==> src/rtl/movdst_writer.sv <==
module movdst_writer #(
  parameter int NUM_ACC = 16,
  parameter int NUM_PFX = 8
) (
  input  logic                  clk,
  input  logic                  rst_n,
  input  logic                  wr_en,
  input  logic [6:0]            wr_dst,
  input  logic [15:0]           wr_data,
  input  logic                  wr_wide,
  output logic                  mem_we,
  output logic [15:0]           mem_addr,
  output logic [15:0]           mem_wdata,
  output logic                  mem_word,
  output logic [NUM_ACC*16-1:0] acc_flat,
  output logic [3:0]            acc_ptr,
  output logic [15:0]           sp,
  output logic [15:0]           dp0,
  output logic [15:0]           dp1,
  output logic [15:0]           bp,
  output logic [7:0]            offs,
  output logic [15:0]           gr,
  output logic [15:0]           lc0,
  output logic [15:0]           lc1,
  output logic [15:0]           ivec,
  output logic [7:0]            imr,
  output logic                  pfx_live
);
  localparam int AW = $clog2(NUM_ACC);

  logic [15:0] acc_q [NUM_ACC];
  logic [7:0]  pfx_q [NUM_PFX];

  wire [2:0]  up  = wr_dst[6:4];
  wire [3:0]  cls = wr_dst[3:0];
  wire [7:0]  b8  = wr_data[7:0];
  wire [7:0]  hi  = pfx_live ? pfx_q[0] : 8'h00;
  wire [15:0] w16 = wr_wide ? wr_data : {hi, b8};

  wire [15:0] sp_inc = sp + 16'd1;
  wire [15:0] dp_sel = up[2] ? dp1 : dp0;
  logic [15:0] dp_nxt;
  logic [7:0]  offs_nxt;

  always_comb begin
    case (up[1:0])
      2'b01:   dp_nxt = dp_sel + 16'd1;
      2'b10:   dp_nxt = dp_sel - 16'd1;
      default: dp_nxt = dp_sel;
    endcase
    case (up[1:0])
      2'b01:   offs_nxt = offs + 8'd1;
      2'b10:   offs_nxt = offs - 8'd1;
      default: offs_nxt = offs;
    endcase
  end

  wire is_push = wr_en && wr_dst == 7'h0D;
  wire is_dpm  = wr_en && cls == 4'hF && up[1:0] != 2'b11;
  wire is_bpm  = wr_en && cls == 4'hE &&
                 (up == 3'd0 || up == 3'd2 || (up == 3'd1 && !pfx_live));

  assign mem_we    = is_push | is_dpm | is_bpm;
  assign mem_addr  = is_push ? sp_inc : is_dpm ? dp_nxt : bp + {8'h00, offs_nxt};
  assign mem_word  = is_push | wr_wide | pfx_live;
  assign mem_wdata = mem_word ? w16 : {8'h00, b8};

  genvar g;
  generate
    for (g = 0; g < NUM_ACC; g++) begin : g_acc
      assign acc_flat[g*16 +: 16] = acc_q[g];
    end
  endgenerate

  always_ff @(posedge clk) begin
    if (!rst_n) begin
      for (int i = 0; i < NUM_ACC; i++) acc_q[i] <= '0;
      for (int i = 0; i < NUM_PFX; i++) pfx_q[i] <= '0;
      acc_ptr <= '0; sp <= '0; dp0 <= '0; dp1 <= '0; bp <= '0; offs <= '0;
      gr <= '0; lc0 <= '0; lc1 <= '0; ivec <= '0; imr <= '0; pfx_live <= 1'b0;
    end else if (wr_en) begin
      pfx_live <= (cls == 4'hB);
      case (cls)
        4'h8: if (!pfx_live) begin
          if (up == 3'd0) acc_ptr <= b8[AW-1:0];
          else if (up == 3'd6) imr <= b8;
        end
        4'h9: acc_q[{pfx_live, up}] <= w16;
        4'hA: if (up == 3'd0) acc_q[acc_ptr] <= w16;
        4'hB: pfx_q[up] <= b8;
        4'hD: case (up)
          3'd0: sp <= sp_inc;
          3'd1: sp <= w16;
          3'd2: ivec <= w16;
          3'd6: lc0 <= w16;
          3'd7: lc1 <= w16;
          default: ;
        endcase
        4'hE: case (up)
          3'd1: if (pfx_live) gr[15:8] <= b8; else offs <= offs_nxt;
          3'd2: offs <= offs_nxt;
          3'd3: offs <= b8;
          3'd5: gr <= w16;
          3'd6: gr[7:0] <= b8;
          3'd7: bp <= w16;
          default: ;
        endcase
        4'hF: if (up[1:0] == 2'b11) begin
          if (up[2]) dp1 <= w16; else dp0 <= w16;
        end else if (up[1:0] != 2'b00) begin
          if (up[2]) dp1 <= dp_nxt; else dp0 <= dp_nxt;
        end
        default: ;
      endcase
    end
  end

  AST_PFX_ONE_SHOT: assert property (@(posedge clk) disable iff (!rst_n)
    wr_en && cls != 4'hB |=> !pfx_live);
  AST_PUSH_STEP: assert property (@(posedge clk) disable iff (!rst_n)
    wr_en && wr_dst == 7'h0D |=> sp == $past(sp) + 16'd1);
  AST_PUSH_WORD: assert property (@(posedge clk) disable iff (!rst_n)
    wr_en && wr_dst == 7'h0D |-> mem_we && mem_word);
  AST_DP_DEC: assert property (@(posedge clk) disable iff (!rst_n)
    wr_en && wr_dst == 7'h2F |=> dp0 == $past(dp0) - 16'd1);
  AST_OFFS_INC: assert property (@(posedge clk) disable iff (!rst_n)
    wr_en && wr_dst == 7'h1E && !pfx_live |=> offs == $past(offs) + 8'd1);
  AST_NULL_QUIET: assert property (@(posedge clk) disable iff (!rst_n)
    wr_en && wr_dst == 7'h76 |-> !mem_we);
  AST_NULL_HOLD: assert property (@(posedge clk) disable iff (!rst_n)
    wr_en && wr_dst == 7'h76 |=> $stable(gr) && $stable(sp) && $stable(bp) && $stable(offs));
endmodule

==> config.mk <==
export PLATFORM = sky130hd
export DESIGN_NAME = movdst_writer
export DESIGN_NICKNAME = d
export VERILOG_FILES = /design/src/rtl/movdst_writer.sv
export SDC_FILE = /design/constraint.sdc
export NUM_CORES = 1
export LEC_CHECK = 0
export ABC_CLOCK_PERIOD_IN_PS = 7280
export BUFFER_PORTS_ARGS = -buffer_cell sky130_fd_sc_hd__buf_2
export CAP_MARGIN = 20
export CORE_ASPECT_RATIO = 0.7
export CORE_MARGIN = 2
export CORE_UTILIZATION = 40
export CTS_CLUSTER_DIAMETER = 40
export DETAILED_ROUTE_END_ITERATION = 7
export PLACE_DENSITY_LB_ADDON = 0.2
export SYNTH_ARGS = -nofsm -noshare
export SYNTH_HDL_FRONTEND = slang
export SYNTH_SLANG_ARGS = --single-unit
==> constraint.sdc <==
create_clock -name clk -period 7.28 [get_ports clk]
set_clock_uncertainty 0.15 [all_clocks]
set_input_delay 1.092 -clock clk [delete_from_list [all_inputs] [get_ports clk]]
set_output_delay 1.092 -clock clk [all_outputs]
set_load 0.005 [all_outputs]
==> impl_metrics.toml, run 1 <==
[outcome]
status = "finished clean"

[pwr]
leakagePower_nw = 10.8
vdd_drop_max_mv = 0.176
pwr-share-comb = 0.073
p_sw_frac = 0.250
intPower_mw = 4.07
clkPwrFrac = 0.456
switching_power_mw = 1.36
p_seq_frac = 0.471
p_per_area_nw_per_um2 = 230

[floorplanning]
core_um2 = 46700
fp.dieW_um = 265
start_util = 0.407
rows = 66
die_h_um = 186
die-area_um2 = 49300
io_pins = 466

[clock_tree]
clockRootBuffer = "clkbuf_16"
htreeDepth = 2
cts_tree = "built"
hold_buffers = 0
clk_path_buf_depth = 3
cts.sinks = 413
cts-resized-gates = 0
cts_buffers = 51
post_cts_buffers = 0
clock_latency_ns = 0.59
path_clk_slew_ns = 0.05

[sta]
period_needed_ns = 6.41
setup_ws_ns = 0.873
slew_viol_final = 0
setup_violations = 0
hold_viol = 0
fin_crit_sh = 0.880
fmax_ghz = 0.156
slew_headroom = 0.235
tns_ns = 0
tightest_slew_ns = 1.14
rsz0062_at_grt = "no"

[route]
wl_per_cell_um = 24.9
initialDrtViolationCount = 1514
drc = 0
drt_wl_total_um = 71500
vias_per_cell = 5.56
drtAntennaViolNets = 0
vias = 16000
dr.pass1.iters = 5

[synthesis]
synth_most_common_cell = "edfxtp_1"
yosysTopAreaCellShare = 0.417
yosysSeqAreaShare = 0.574
ys_ff_latch = 413
ys_types = 80
yosysTopAreaCell = "edfxtp_1"
synthArstFlopShare = 0
synth_common_cells = "edfxtp_1, nand2_1, nor2_1"
synth-main-ff-cell = "edfxtp_1"
synth_edf_count = 264
synth_area_per_cell_um2 = 10.5
synth_area_um2 = 19000
synth_nets = 1859
synth_cells = 1810
ys_top_cells_by_area = "edfxtp_1, dfxtp_1, and3_1"
ys.warnings.count = 0

[critical_path]
crit_path_top_delay_cell = "ha_1"
worstSetupStartpointType = "input port"
required_ns = 6.04
path_cells = "buf_2 > inv_1 > ha_1 > buf_4 > and3b_1 > o21ai_1 > a22oi_1 > a211o_1 > and4_1 > o31a_1 > xor2_1 > ha_1 > nand2_1 > nand2_1 > a31oi_1 > nor2_1 > nand4_1 > xor2_1 > o21ai_0 > a22o_1 > buf_2"
crit_path_max_incr_delay_ns = 0.37
arrival_ns = 5.16
endpoint_kind = "primary output"
path_class = "in2out"
worstPathMaxFanout = 10

[global_routing]
grt_pass1_vias = 15000
grt_usage = 0.283
grt_max_degree = 98
grt-ovfl-total = 0
grt_pass1_wl_um = 104000
antenna_found_initial = 8

[layout]
layout.nets = 2270
fillers = 4292
layout-drive-gt1-share = 0.287
synthToLayoutAreaGrowth_pct = 24.3

[placed_design]
routabilityCongestion = 0.903
hpwl_um = 49200
dp_slack_ns = 0.943
io_buffers = 465

[min_path]
hold_class = "reg2reg"

[flow_run]
max-cap-violations = 0
critical path, delay by kind of cell:
| family | cells | cell delay (ns) |
|---|---|---|
| compound gates | 7 | 1.58 |
| simple gates | 6 | 0.80 |
| fa+ha+maj | 2 | 0.73 |
| buf+inv | 4 | 0.62 |
| xor+xnor | 2 | 0.34 |
final cells by class:
| cell class | instances | area, µm² | share of cell area |
|---|---|---|---|
| flip-flops and latches | 413 | 10900 | 0.462 |
| multi-input cells | 1219 | 7490 | 0.317 |
| repair buffers | 510 | 2690 | 0.114 |
| clock buffers | 71 | 1410 | 0.0598 |
| well taps | 612 | 766 | 0.0324 |
| clock inverters | 22 | 235 | 0.00996 |
| inverters | 26 | 97.6 | 0.00413 |
| diodes | 5 | 12.5 | 0.000530 |
layout by cell type (no fill, tap or decap), types with 8 or more instances in the layout:
cell type,count
buf_2,464
edfxtp_1,264
nand2_1,226
nor2_1,208
dfxtp_1,149
and3_1,139
o21ai_0,64
a21oi_1,61
clkbuf_16,52
buf_4,44
a21boi_0,43
mux2i_1,42
xnor2_1,40
o211a_1,40
nor2b_1,35
nand3_1,34
and2_1,29
inv_1,25
nor3_1,22
xor2_1,20
ha_1,19
clkbuf_1,14
mux2_2,11
a22oi_1,10
o22ai_1,10
nor3b_1,8
a22oi_2,8
cell families (layout without fill, tap and decap cells):
family	after synthesis	count (layout)	synth area share
other cells	0	5	0
fa+ha+maj	22	22	0.0153
buf+inv	178	629	0.0381
xor+xnor	60	60	0.0277
mux	61	61	0.0359
simple gates	751	751	0.188
flops	413	413	0.574
compound gates	325	325	0.121
sequential cells by signal, indices dropped and copies added (netlist names):
register	flops
acc_ptr	4
acc_q	256
bp	16
dp0	16
dp1	16
gr	16
imr	8
ivec	16
lc0	16
lc1	16
offs	8
pfx_live	1
pfx_q	8
sp	16
power groups by stage:
stage	clock network, mW	logic, mW	registers, mW
after global routing	2.61	0.422	2.56
after global placement	0	0.393	2.61
after detailed placement	0	0.394	2.61
after floorplan	0	0.186	2.61
after CTS	2.51	0.395	2.56
final	2.48	0.398	2.56
path summary, 6_finish.rpt:
path                                           from                  end  slack (ns)  depth (start not counted)
worst max register to register  dp1[1]$_SDFFE_PN0P_  dp0[8]$_SDFFE_PN0P_        3.87                         11
worst max-delay path                      wr_dst[4]         mem_addr[14]        0.87                         21
worst min-delay path            lc1[4]$_SDFFE_PN0P_  lc1[4]$_SDFFE_PN0P_        0.31                          2
worst min register to register  lc1[4]$_SDFFE_PN0P_  lc1[4]$_SDFFE_PN0P_        0.31                          2
stage by stage:
stage,std cells,util,hold slack [ns],cell area [µm²],power [mW]
floorplan,1810,-,0.310,19000,2.80
global placement,2777,0.470,0.300,21900,3.00
detailed placement,2779,0.470,0.306,21900,3.00
CTS,2872,0.505,0.314,23600,5.46
global route,2877,0.506,0.334,23600,5.59
finish,2878,0.506,0.312,23600,5.43
layer usage:
layer  GRT usage  share of wire
met3      0.0656          0.082
met1       0.400           0.45
met2       0.433           0.45
met5           0              0
met4      0.0833          0.025
Note: power is estimated with default switching activity, not from simulation.
==> run 2: changes to the inputs <==
- CORE_UTILIZATION: 40 -> 45
==> run 2 against run 1 <==
  * Fmax rose by 0.86%
  * Setup slack gained 0.054 ns
  * Core utilization is 5.9 points higher
  * Die area is 11% lower
  * Critical endpoint unchanged
  * Largest power group unchanged
==> impl_metrics.toml, run 2 (synthesis results as in run 1) <==
[sta]
hold_viol = 0
fin_crit_sh = 0.873
tns_ns = 0
slew_headroom = 0.257
tightest_slew_ns = 1.11
slew_viol_final = 0
period_needed_ns = 6.35
rsz0062_at_grt = "no"
fmax_ghz = 0.157
setup_violations = 0

[floorplanning]
die-area_um2 = 43900
fp.dieW_um = 250
core_um2 = 41300
die_h_um = 176
start_util = 0.460
io_pins = 466
rows = 62

[critical_path]
endpoint_kind = "primary output"
r2r_start = "dp1[1]$_SDFFE_PN0P_"
cp_top_family = "compound AO/OA/AOI/OAI gates"
critPathMostFrequentCell = "ha_1"
worstSetupStartpointType = "input port"
path_class = "in2out"
reg2reg_depth = 11
crit_path_start = "wr_dst[4]"
critical_path_buf_inv_count = 3
r2r-end = "dp0[8]$_SDFFE_PN0P_"
worstPathMaxFanout = 12
path_cells = "buf_2 > inv_1 > ha_1 > xor2_1 > ha_1 > nor3_1 > a21oi_1 > o221a_2 > a31o_2 > a221oi_1 > nand2b_1 > xnor2_1 > ha_1 > a31oi_1 > nor2_1 > nand4_1 > xor2_1 > o21ai_0 > a22o_1 > buf_2"
crit_path_max_incr_delay_ns = 0.46
rrSetupSlack_ns = 3.89
required_ns = 6.04
crit_path_top_delay_cell = "ha_1"
arrival_ns = 5.11

[clock_tree]
post_cts_buffers = 0
path_clk_slew_ns = 0.06
clock_latency_ns = 0.56
cts-resized-gates = 0
clockRootBuffer = "clkbuf_16"
hold_buffers = 0
htreeDepth = 2
cts_tree = "built"
clk_path_buf_depth = 3
cts_buffers = 45
cts.sinks = 413

[global_routing]
grt_max_degree = 71
grt_pass1_wl_um = 100000
grt-ovfl-total = 0
grt_usage = 0.308
grt_pass1_vias = 14800
antenna_found_initial = 6

[route]
drc = 0
wl_per_cell_um = 24.9
dr.pass1.iters = 5
vias = 16100
drt_wl_total_um = 69500
drtAntennaViolNets = 0
vias_per_cell = 5.76
initialDrtViolationCount = 1759

[pwr]
p_per_area_nw_per_um2 = 228
vdd_drop_max_mv = 0.215
leakagePower_nw = 10.7

[layout]
fin_area_um2 = 23400
regMostFlops = "acc_q"
synthToLayoutAreaGrowth_pct = 23.0
final_common_cell = "buf_2"
largest_reg_flops = 256
final_cell_mix = "buf_2, edfxtp_1, nand2_1"
layout.nets = 2258
layout-drive-gt1-share = 0.283

[placed_design]
io_buffers = 465
routabilityCongestion = 0.944
placed_area_um2 = 21800
hpwl_um = 47500

[min_path]
hold_class = "reg2reg"
whs_endpoint = "lc1[7]$_SDFFE_PN0P_"
holdPathStages = 2
hp-start = "lc1[7]$_SDFFE_PN0P_"

[outcome]
status = "finished clean"

[flow_run]
max-cap-violations = 0
run 2: cell types whose count changed in the layout (fill, tap and decap cells not counted), moves of 4 or more:
cell       change
buf_4          -6
clkbuf_1       -9
clkbuf_16      -5
bufinv_16      +4
clkbuf_8       -5
clkinv_1       +7
run 2: cell type report:
class | instances | area, µm²
multi-input cells | 1219 | 7490
repair buffers | 504 | 2640
well taps | 544 | 681
clock inverters | 32 | 359
flip-flops and latches | 413 | 10900
diodes | 3 | 7.51
inverters | 26 | 97.6
clock buffers | 52 | 1180
fillers | 3629 | 18000
run 2: worst register-to-register path: stages, from the launching register on:
cell and delay, ns:
dfxtp_1 0.37, mux2_2 0.23, inv_1 0.07, fa_1 0.44
a211o_1 0.26, a31oi_1 0.26, o21ai_1 0.13, a22o_1 0.20
a211oi_1 0.23, xor2_1 0.58, o311ai_1 0.18, and2_1 0.19
run 2: how the worst max path moves through the flow:
stage | endpoint | slack (ns) | cells after the start
2_1_floorplan | mem_addr[14] | 1.19 | 20
3_3_place_gp | mem_addr[14] | 1.06 | 20
3_5_place_dp | mem_addr[14] | 1.0 | 20
4_1_cts | mem_addr[14] | 0.97 | 20
5_1_grt | mem_addr[14] | 0.62 | 21
6_report | mem_addr[14] | 0.93 | 20
run 2: metal layers:
metal	GRT usage	vias to the layer above	wire [µm]
met5	0	-	0
met4	0.101	0	2180
met3	0.0857	128	7100
met2	0.463	831	30800
met1	0.431	7886	29400
li1	-	7245	-
run 2: power by group:
group	switching [mW]	leakage (nW)	total, mW	internal [mW]
clock network	1.01	0.744	2.38	1.37
registers	0.0198	3.91	2.56	2.54
logic	0.280	6.08	0.394	0.114
run 2: metrics by stage:
step	util	total power [mW]	std cells	hold slack, ns	setup WS (ns)
floorplan	-	2.80	1810	0.310	1.19
global placement	0.527	2.99	2704	0.299	1.06
detailed placement	0.527	3.00	2704	0.308	0.995
CTS	0.564	5.35	2788	0.318	0.969
global route	0.565	5.48	2792	0.329	0.617
finish	0.565	5.33	2793	0.318	0.928
